**config.mk**
```make
export PLATFORM = sky130hd
export DESIGN_NAME = muldiv_unit
export DESIGN_NICKNAME = d
export VERILOG_FILES = /design/src/rtl/muldiv_pkg.sv /design/src/rtl/muldiv_ctrl.sv /design/src/rtl/muldiv_dp.sv /design/src/rtl/muldiv_unit.sv
export SDC_FILE = /design/constraint.sdc
export NUM_CORES = 2
export LEC_CHECK = 0
export ABC_AREA = 1
export BUFFER_PORTS_ARGS = -buffer_cell sky130_fd_sc_hd__buf_4
export CAP_MARGIN = 20
export CELL_PAD_IN_SITES_DETAIL_PLACEMENT = 0
export CELL_PAD_IN_SITES_GLOBAL_PLACEMENT = 1
export CORE_MARGIN = 8
export CORE_UTILIZATION = 40
export CTS_CLUSTER_DIAMETER = 80
export DETAILED_ROUTE_END_ITERATION = 12
export MAX_ROUTING_LAYER = met4
export PLACE_DENSITY_LB_ADDON = 0.1
export SETUP_SLACK_MARGIN = 0.05
export SYNTH_ARGS = -nofsm -noshare
export SYNTH_HDL_FRONTEND = slang
export SYNTH_SLANG_ARGS = --single-unit
```
**constraint.sdc**
```tcl
create_clock -name clk -period 19.4 [get_ports clk]
set_clock_uncertainty 0.1 [all_clocks]
set_input_delay 0.97 -clock clk [delete_from_list [all_inputs] [get_ports clk]]
set_output_delay 0.97 -clock clk [all_outputs]
set_load 0.02 [all_outputs]
```
**src/rtl/muldiv_pkg.sv**
```systemverilog
package muldiv_pkg;

  typedef enum logic {
    OP_MUL = 1'b0,
    OP_DIV = 1'b1
  } mdOp_e;

  typedef enum logic [2:0] {
    ST_IDLE,
    ST_MUL,
    ST_DIV,
    ST_FIX,
    ST_FLT
  } mdState_e;

  // Strobes from control to datapath
  typedef struct packed {
    logic load;     // capture operands, prepare divide
    logic mulWr;    // commit product
    logic divStep;  // one restoring-division step
    logic divWr;    // sign-fix and commit quotient/remainder
  } mdStrobe_t;

endpackage

```
**src/rtl/muldiv_ctrl.sv**
```systemverilog
module muldiv_ctrl
  import muldiv_pkg::*;
#(
  parameter int WIDTH      = 32,
  parameter int MUL_CYCLES = 2
) (
  input  logic      clk,
  input  logic      rstN,
  input  logic      start,
  input  logic      opSel,
  input  logic      divFault,
  output mdStrobe_t strb,
  output logic      busy,
  output logic      done,
  output logic      divErr
);

  localparam int DIV_STEPS = WIDTH;
  localparam int CNT_MAX   = (DIV_STEPS > MUL_CYCLES) ? DIV_STEPS : MUL_CYCLES;
  localparam int CNT_W     = $clog2(CNT_MAX + 1);

  mdState_e         stateQ, stateD;
  logic [CNT_W-1:0] cntQ, cntD;
  logic             doneQ, doneD;
  logic             errQ, errD;

  always_comb begin
    stateD = stateQ;
    cntD   = cntQ;
    doneD  = 1'b0;
    errD   = 1'b0;
    strb   = '0;
    case (stateQ)
      ST_IDLE: begin
        if (start) begin
          strb.load = 1'b1;
          if (mdOp_e'(opSel) == OP_DIV) begin
            if (divFault) begin
              stateD = ST_FLT;
            end else begin
              stateD = ST_DIV;
              cntD   = CNT_W'(DIV_STEPS - 1);
            end
          end else begin
            stateD = ST_MUL;
            cntD   = CNT_W'(MUL_CYCLES - 1);
          end
        end
      end
      ST_MUL: begin
        if (cntQ == '0) begin
          strb.mulWr = 1'b1;
          doneD      = 1'b1;
          stateD     = ST_IDLE;
        end else begin
          cntD = cntQ - CNT_W'(1);
        end
      end
      ST_DIV: begin
        strb.divStep = 1'b1;
        if (cntQ == '0) stateD = ST_FIX;
        else            cntD   = cntQ - CNT_W'(1);
      end
      ST_FIX: begin
        strb.divWr = 1'b1;
        doneD      = 1'b1;
        stateD     = ST_IDLE;
      end
      ST_FLT: begin
        doneD  = 1'b1;
        errD   = 1'b1;
        stateD = ST_IDLE;
      end
      default: stateD = ST_IDLE;
    endcase
  end

  always_ff @(posedge clk or negedge rstN) begin
    if (!rstN) begin
      stateQ <= ST_IDLE;
      cntQ   <= '0;
      doneQ  <= 1'b0;
      errQ   <= 1'b0;
    end else begin
      stateQ <= stateD;
      cntQ   <= cntD;
      doneQ  <= doneD;
      errQ   <= errD;
    end
  end

  assign busy   = (stateQ != ST_IDLE);
  assign done   = doneQ;
  assign divErr = errQ;


  done_pulse_chk: assert property (@(posedge clk) disable iff (!rstN)
    done |=> !done);


  done_idle_chk: assert property (@(posedge clk) disable iff (!rstN)
    done |-> !busy);


  err_with_done_chk: assert property (@(posedge clk) disable iff (!rstN)
    divErr |-> done);


  strobe_excl_chk: assert property (@(posedge clk) disable iff (!rstN)
    $onehot0({strb.load, strb.mulWr, strb.divStep, strb.divWr}));


  start_busy_chk: assert property (@(posedge clk) disable iff (!rstN)
    (start && !busy) |=> busy);

endmodule

```
**src/rtl/muldiv_dp.sv**
```systemverilog
module muldiv_dp
  import muldiv_pkg::*;
#(
  parameter int WIDTH = 32
) (
  input  logic             clk,
  input  logic             rstN,
  input  mdStrobe_t        strb,
  input  logic             isSigned,
  input  logic [WIDTH-1:0] dstIn,
  input  logic [WIDTH-1:0] srcIn,
  input  logic             hiWrEn,
  input  logic             hiWrOk,
  input  logic [WIDTH-1:0] hiWrData,
  output logic             divFault,
  output logic [WIDTH-1:0] dstOut,
  output logic [WIDTH-1:0] hiRd,
  output logic [3:0]       flags
);

  localparam int DW = 2 * WIDTH;

  // captured operands
  logic [WIDTH-1:0] aQ, bQ;
  logic             sgnQ;
  // divide state
  logic [WIDTH-1:0] remQ, quoQ, dvsQ;
  logic             negQuoQ, negRemQ;
  // architectural results
  logic [WIDTH-1:0] mdrQ, dstQ;
  logic [3:0]       flagsQ;

  // ---------------- divide setup ----------------
  logic [DW-1:0]    dvdRaw, dvdMag;
  logic             dvdNeg, dvsNeg;
  logic [WIDTH-1:0] dvsMag;

  assign dvdRaw   = {mdrQ, dstIn};
  assign dvdNeg   = isSigned & mdrQ[WIDTH-1];
  assign dvdMag   = dvdNeg ? (~dvdRaw + DW'(1)) : dvdRaw;
  assign dvsNeg   = isSigned & srcIn[WIDTH-1];
  assign dvsMag   = dvsNeg ? (~srcIn + WIDTH'(1)) : srcIn;
  assign divFault = (srcIn == '0) | (dvdMag[DW-1:WIDTH] >= dvsMag);

  // ---------------- restoring step ----------------
  logic [WIDTH:0] trial, diff;
  logic           take;

  assign trial = {remQ, quoQ[WIDTH-1]};
  assign diff  = trial - {1'b0, dvsQ};
  assign take  = ~diff[WIDTH];

  // ---------------- multiply ----------------
  logic [WIDTH:0]        extA, extB;
  logic signed [DW-1:0]  prodFull;

  assign extA     = {sgnQ & aQ[WIDTH-1], aQ};
  assign extB     = {sgnQ & bQ[WIDTH-1], bQ};
  assign prodFull = $signed(extA) * $signed(extB);

  // ---------------- commit mux ----------------
  logic [WIDTH-1:0] quoFix, remFix, wrLo, wrHi;
  logic             commit;

  assign quoFix = negQuoQ ? (~quoQ + WIDTH'(1)) : quoQ;
  assign remFix = negRemQ ? (~remQ + WIDTH'(1)) : remQ;
  assign wrLo   = strb.divWr ? quoFix : prodFull[WIDTH-1:0];
  assign wrHi   = strb.divWr ? remFix : prodFull[DW-1:WIDTH];
  assign commit = strb.mulWr | strb.divWr;

  always_ff @(posedge clk or negedge rstN) begin
    if (!rstN) begin
      aQ      <= '0;
      bQ      <= '0;
      sgnQ    <= 1'b0;
      remQ    <= '0;
      quoQ    <= '0;
      dvsQ    <= '0;
      negQuoQ <= 1'b0;
      negRemQ <= 1'b0;
    end else if (strb.load) begin
      aQ      <= dstIn;
      bQ      <= srcIn;
      sgnQ    <= isSigned;
      remQ    <= dvdMag[DW-1:WIDTH];
      quoQ    <= dvdMag[WIDTH-1:0];
      dvsQ    <= dvsMag;
      negQuoQ <= dvdNeg ^ dvsNeg;
      negRemQ <= dvdNeg;
    end else if (strb.divStep) begin
      remQ <= take ? diff[WIDTH-1:0] : trial[WIDTH-1:0];
      quoQ <= {quoQ[WIDTH-2:0], take};
    end
  end

  always_ff @(posedge clk or negedge rstN) begin
    if (!rstN) begin
      mdrQ   <= '0;
      dstQ   <= '0;
      flagsQ <= '0;
    end else if (commit) begin
      dstQ   <= wrLo;
      mdrQ   <= wrHi;
      flagsQ <= {1'b0, 1'b0, wrLo[WIDTH-1], (wrLo == '0)};
    end else if (hiWrEn && hiWrOk) begin
      mdrQ <= hiWrData;
    end
  end

  assign dstOut = dstQ;
  assign hiRd   = mdrQ;
  assign flags  = flagsQ;


  flag_track_chk: assert property (@(posedge clk) disable iff (!rstN)
    commit |=> (flags[0] == (dstOut == '0)) && (flags[1] == dstOut[WIDTH-1]));


  rem_bound_chk: assert property (@(posedge clk) disable iff (!rstN)
    strb.divStep |-> (remQ < dvsQ));


  no_commit_idle_chk: assert property (@(posedge clk) disable iff (!rstN)
    !commit |=> $stable(dstOut) && $stable(flags));

endmodule

```
**src/rtl/muldiv_unit.sv**
```systemverilog
module muldiv_unit
  import muldiv_pkg::*;
#(
  parameter int WIDTH      = 32,
  parameter int MUL_CYCLES = 2
) (
  input  logic             clk,
  input  logic             rstN,
  input  logic             start,
  input  logic             opSel,
  input  logic             isSigned,
  input  logic [WIDTH-1:0] dstIn,
  input  logic [WIDTH-1:0] srcIn,
  input  logic             hiWrEn,
  input  logic [WIDTH-1:0] hiWrData,
  output logic             busy,
  output logic             done,
  output logic             divErr,
  output logic [WIDTH-1:0] dstOut,
  output logic [WIDTH-1:0] hiRd,
  output logic [3:0]       flags
);

  mdStrobe_t strb;
  logic      divFault;
  logic      hiWrOk;

  assign hiWrOk = ~busy & ~start;

  muldiv_ctrl #(
    .WIDTH      (WIDTH),
    .MUL_CYCLES (MUL_CYCLES)
  ) u_ctrl (
    .clk      (clk),
    .rstN     (rstN),
    .start    (start),
    .opSel    (opSel),
    .divFault (divFault),
    .strb     (strb),
    .busy     (busy),
    .done     (done),
    .divErr   (divErr)
  );

  muldiv_dp #(
    .WIDTH (WIDTH)
  ) u_dp (
    .clk      (clk),
    .rstN     (rstN),
    .strb     (strb),
    .isSigned (isSigned),
    .dstIn    (dstIn),
    .srcIn    (srcIn),
    .hiWrEn   (hiWrEn),
    .hiWrOk   (hiWrOk),
    .hiWrData (hiWrData),
    .divFault (divFault),
    .dstOut   (dstOut),
    .hiRd     (hiRd),
    .flags    (flags)
  );


  fault_no_update_chk: assert property (@(posedge clk) disable iff (!rstN)
    divErr |-> $stable(dstOut) && $stable(hiRd) && $stable(flags));


  hi_hold_busy_chk: assert property (@(posedge clk) disable iff (!rstN)
    busy |=> (done || $stable(hiRd)));

endmodule

```
## Yosys cells after proc, flatten, opt, wreduce, memory -nomap -nowiden

Index checks and enable logic that the tools add are counted.

- Register bits after elaboration: 240
- Input bits: 102
- Output and inout port bits: 71
- Logic and storage cells: 92

- $add $sub $neg: 6
- $mul: 1
- Order comparisons: 1
- Eq/ne operators: 9
- Mux-type cells: 32
- Bitwise gates (word level): 15
- Reductions and logical operators: 13

Operators by type and width:

| operator | count |
|---|---|
| $mux W32 | 12 |
| $add A32 B1 Y32 const B | 3 |
| $not A32 Y32 | 3 |
| $add A64 B1 Y64 const B | 1 |
| $logic_not A32 Y1 | 2 |
| $mul A33 B33 Y64 | 1 |
| $mux W64 | 1 |
| $not A64 Y64 | 1 |
| $sub A33 B32 Y33 | 1 |
| $ge A32 B32 Y1 | 1 |
| $mux W6 | 4 |
| $mux W3 | 5 |
| $pmux W6 S2 | 1 |
| $pmux W3 S3 | 1 |
| $mux W1 | 7 |
| $eq A3 B2 Y1 const B | 2 |
| $logic_not A6 Y1 | 1 |
| $reduce_bool A2 Y1 | 3 |
| $sub A6 B1 Y6 const B | 1 |
| $and A1 B1 Y1 | 5 |
| $ne A2 B1 Y1 const B | 2 |
| $ne A2 B2 Y1 const B | 2 |
| $reduce_and A4 Y1 | 1 |
| $reduce_or A2 Y1 | 2 |
| other kinds (11) | 14 |

## Longest topological paths before layout

- Depth in word-level cells: 9
- Mapped depth: 35
- Depth with buffers taken out: 33

## Cells and area by module

Synthesis repeated with hierarchy kept, for this count alone.

- Cells, all modules: 7882
- Area total of the unflattened synthesis: 58248.4 sq um

Modules (own cells, without submodules):

| module | instances | cells each | area an instance (sq um) | sequential area each (sq um) |
|---|---|---|---|---|
| muldiv_dp | 1 | 7783 | 57527.7 | 5680.4 |
| muldiv_ctrl | 1 | 98 | 716.9 | 275.3 |
| muldiv_unit | 1 | 1 | 3.8 | 0.0 |

## Worst setup path before layout

No wires, ideal clock.

- Kind: flip-flop to flip-flop
- From: register u_dp.aQ[31]
- To: register u_dp.mdrQ[24] (netlist: u_dp.hiRd[24])
- Setup time: 0.117 ns
- Arrival time: 7.314 ns
- Data required time: 19.183 ns
- Slack: 11.869 ns
- Cell stages (with the launch flop): 29
- Path buffers: 2
- Clock period less this slack: 7.531 ns
- Cells stage by stage: dfrtp_1 -> buf_2 -> nand2_1 -> clkbuf_1 -> nor2_1 -> fa_1 -> inv_1 -> fa_1 -> inv_1 -> fa_1 -> inv_1 -> fa_1 -> fa_1 -> fa_1 -> fa_1 -> fa_1 -> inv_1 -> ha_1 -> a21o_1 -> o21bai_1 -> inv_1 -> o21ai_0 -> a31oi_1 -> nand3_1 -> or2_2 -> nand3_1 -> nand2_1 -> nand2_1 -> nand2_1

- Cells in the longest elaborated chain, start to end: 4

RTL lines:

| element | RTL line | source |
|---|---|---|
| start, declared | muldiv_dp.sv:24 | `logic [WIDTH-1:0] aQ, bQ;` |
| start signal, assigned | muldiv_dp.sv:82 | `aQ <= dstIn;` |
| $and A1 B1 Y1 | muldiv_dp.sv:57 | `assign extA = {sgnQ & aQ[WIDTH-1], aQ};` |
| $mul A33 B33 Y64 * | muldiv_dp.sv:59 | `assign prodFull = $signed(extA) * $signed(extB);` |
| $mux W32 * | muldiv_dp.sv:68 | `assign wrHi = strb.divWr ? remFix : prodFull[DW-1:WIDTH];` |
| $mux W32 * | muldiv_dp.sv:101 | `end else if (commit) begin` |
| end signal, assigned | muldiv_dp.sv:103 | `mdrQ <= wrHi;` |
| end signal, assigned | muldiv_dp.sv:106 | `mdrQ <= hiWrData;` |
| end, declared | muldiv_dp.sv:30 | `logic [WIDTH-1:0] mdrQ, dstQ;` |

Mark *: on every way between the ends. The rest lies on a longest branch, timed or not.
A chain may end at the register's enable or synchronous reset.

## Worst setup path in the final report

- From: register u_dp.sgnQ
- To: register u_dp.mdrQ[30] (netlist: u_dp.hiRd[30])

- Cells in the longest elaborated chain, start to end: 4
- Elaborated cells between the ends (all ways): 5
- Classes of those cells: mul: 1; mux: 2; bitwise: 2

RTL lines:

| element | RTL line | source |
|---|---|---|
| start, declared | muldiv_dp.sv:25 | `logic sgnQ;` |
| start signal, assigned | muldiv_dp.sv:84 | `sgnQ <= isSigned;` |
| $and A1 B1 Y1, on equally long branches | muldiv_dp.sv:57, muldiv_dp.sv:58 |  |
| $mul A33 B33 Y64 * | muldiv_dp.sv:59 |  |
| $mux W32 * | muldiv_dp.sv:68 |  |
| $mux W32 * | muldiv_dp.sv:101 |  |

Marks and branches as above.

==> results.ini <==
[global_route]
antenna_found_initial=3
grt_pass1_vias=53200
overflow=0
gr-usage-met1_pct=37.5
grt_max_degree=89
grt_usage_pct=28.2
top_usage_layer=met2
grt_util_met3_pct=2.10
grt_pass1_wl_mm=332
grtUsageMet2_pct=46.3

[placed_design]
place_inst=9766
hpwl_mm=179
routabilityCongestion=0.978
numPortBuffers=170

[min_path]
hold_class=input port to async pin

[drt]
wl_per_cell_microns=21.7
via_count=50000
ant_nets=0
viasPerCell=5.09
routed_wl_mm=213
drtPass1Iterations=6
drcViolationCount=0
drtIter0Drc=3606

[yosys]
ys_seq_area_share_pct=10.2
syn_area_sq_um=58300
synth_top_area_share_pct=38.6
ys_types=60
synth_area_leaders=fa_1 (39%), nand2_1 (14%), inv_1 (13%), dfrtp_1 (10%), ha_1 (6.0%)
synth.ff_latch_count=238
synth_edf_count=0
netlist_instances=7956
async_reset_ff_share_pct=100
synth_top_area_cell=fa_1
syn_avg_cell_area_sq_um=7.33
ys_top_cells_by_count=nand2_1 (2187), inv_1 (1970), fa_1 (1126)
yosysMostFrequentCell=nand2_1
ys.flop_type=dfrtp_1
ys.warnings.count=0

[finish]
fin_cells=9828
nets=9396
drive_gt1_share_pct=4.79
fill_cells=15300
multi_input_area_sq_um=43500
syn_to_final_growth_pct=7.05
seq_area_sq_um=5960

[clock_network]
ctsHoldBuffers=0
clock_tree.root_cell=clkbuf_16
clockBufferDepth=3
cts_resized=0
cts.sinks=238
htree_levels=2
cts_buffers=34
clkTransAtPathRegs_ns=0.06
clk-insertion-delay-late_ns=0.58
post-cts-setup-buffers=0
cts_tree=yes

[die]
core_sq_um=145000
dieArea_sq_um=158000
io_pins=173
rows=140
die_h_microns=398
die_w_microns=398
start_util_pct=40.2

[timing]
final-setup-viol-count=0
tightest_slew_ns=1.03
slew_viol_final=0
fin_tns_setup_ns=0
timing.slew.headroom_pct=31.1
timing.fmax_mhz=112
rsz0062_at_grt=no
hold_viol=0
fin_crit_sh_pct=46.0
fin_crit_ns=8.92

[setup_path]
startpoint_type=flip-flop
path_max_fanout=30
reg2regPathDepth=26
cp-end-kind=flip-flop
cp_top_family=adder cells
critical_path.slowest_cell=fa_1
r2r_end=u_dp.hiRd[30]
path_buf_inv=5
worstPathRequired_ns=19.80
critPathKind=flip-flop to flip-flop
r2r_slack_ns=10.48
path_common_cell=fa_1
cp.arrival_ns=9.32
r2r_start=u_dp.sgnQ
cpPeakStageDelay_ns=0.80

[job]
drv_cap=0

[status]
status=finished clean

[layout make-up]
| cell class | instances | share of cell area (%) |
|---|---|---|
| Inverter | 1980 | 11.9 |
| Clock buffer | 44 | 1.50 |
| Sequential cell | 238 | 9.54 |
| Antenna cell | 1 | 0.00401 |
| Tap cell | 1917 | 3.84 |
| Clock inverter | 16 | 0.309 |
| Timing Repair Buffer | 262 | 3.19 |
| Multi-Input combinational cell | 5370 | 69.7 |
[cell usage in the layout (no fill, tap or decap), types with 8 or more instances in the layout]
cell	synthesis	final
o211ai_1	13	13
fa_1	1126	1126
inv_1	1970	1970
nand2_2	9	9
o22ai_1	9	9
nor3_1	59	59
nor4_1	15	15
a21oi_1	189	188
dfrtp_1	238	235
a21o_1	10	10
xor2_1	74	74
o21bai_1	14	14
o21a_1	13	13
xnor2_1	37	37
ha_1	282	282
nand4_1	47	47
nor2_1	533	531
buf_4	3	260
o31ai_1	8	8
o21ai_0	313	313
nand3_1	307	307
or2_2	8	8
clkbuf_16	0	34
inv_2	8	8
a31oi_1	39	39
nand2_1	2187	2186
[kinds of logic after synthesis]
group | count (synthesis) | synth area share, %
buffers and inverters | 2349 | 15.3
adders and majority gates | 1408 | 44.7
other | 1 | 0.00643
and+or+nand+nor | 3197 | 22.0
DFF | 238 | 10.2
xor gates and xnor gates | 113 | 1.72
AOI/OAI and AO/OA | 650 | 6.13
[worst max-delay path by stage]
stage	from	end	slack, ns	depth (start not counted)
floorplan	u_dp.aQ[31]	u_dp.hiRd[24]	11.87	28
global placement	u_dp.sgnQ	u_dp.hiRd[30]	10.48	26
detailed placement	u_dp.sgnQ	u_dp.hiRd[30]	10.49	26
CTS	u_dp.sgnQ	u_dp.hiRd[30]	10.42	26
global route	u_dp.sgnQ	u_dp.hiRd[30]	9.82	26
finish	u_dp.sgnQ	u_dp.hiRd[30]	10.48	26
[state kept, by name, summed over array words and instances (netlist names)]
signal / cells
u_dp.dstOut: 32
u_dp.bQ: 31
u_dp.negQuoQ: 1
u_ctrl.divErr: 1
u_dp.hiRd: 32
u_ctrl.cntQ: 6
u_dp.dvsQ: 32
u_dp.sgnQ: 1
u_dp.flags: 1
u_ctrl.stateQ: 3
u_ctrl.done: 1
u_dp.quoQ: 32
u_dp.aQ: 32
u_dp.negRemQ: 1
u_dp.remQ: 32
[through the flow]
stage / hold WS, ns / cell area, sq um / util [%] / worst slack [ns]
global placement: 0.358 / 61300 / 42.2 / 10.48
CTS: 0.285 / 62400 / 43.0 / 10.42
finish: 0.265 / 62400 / 43.0 / 10.48
detailed placement: 0.367 / 61300 / 42.2 / 10.49
floorplan: 0.336 / 58300 / - / 11.87
global route: 0.336 / 62400 / 43.0 / 9.82
[per-layer routing]
metal  routed length (microns)  share of wire, %
met5                         0                 0
met4                      8190               3.8
met3                      9620               4.5
met2                    101000                48
met1                     94000                44
Power is left out: the tool's default activity adds up to more than one toggle a clock period on the data nets, which glitch-free logic cannot reach.
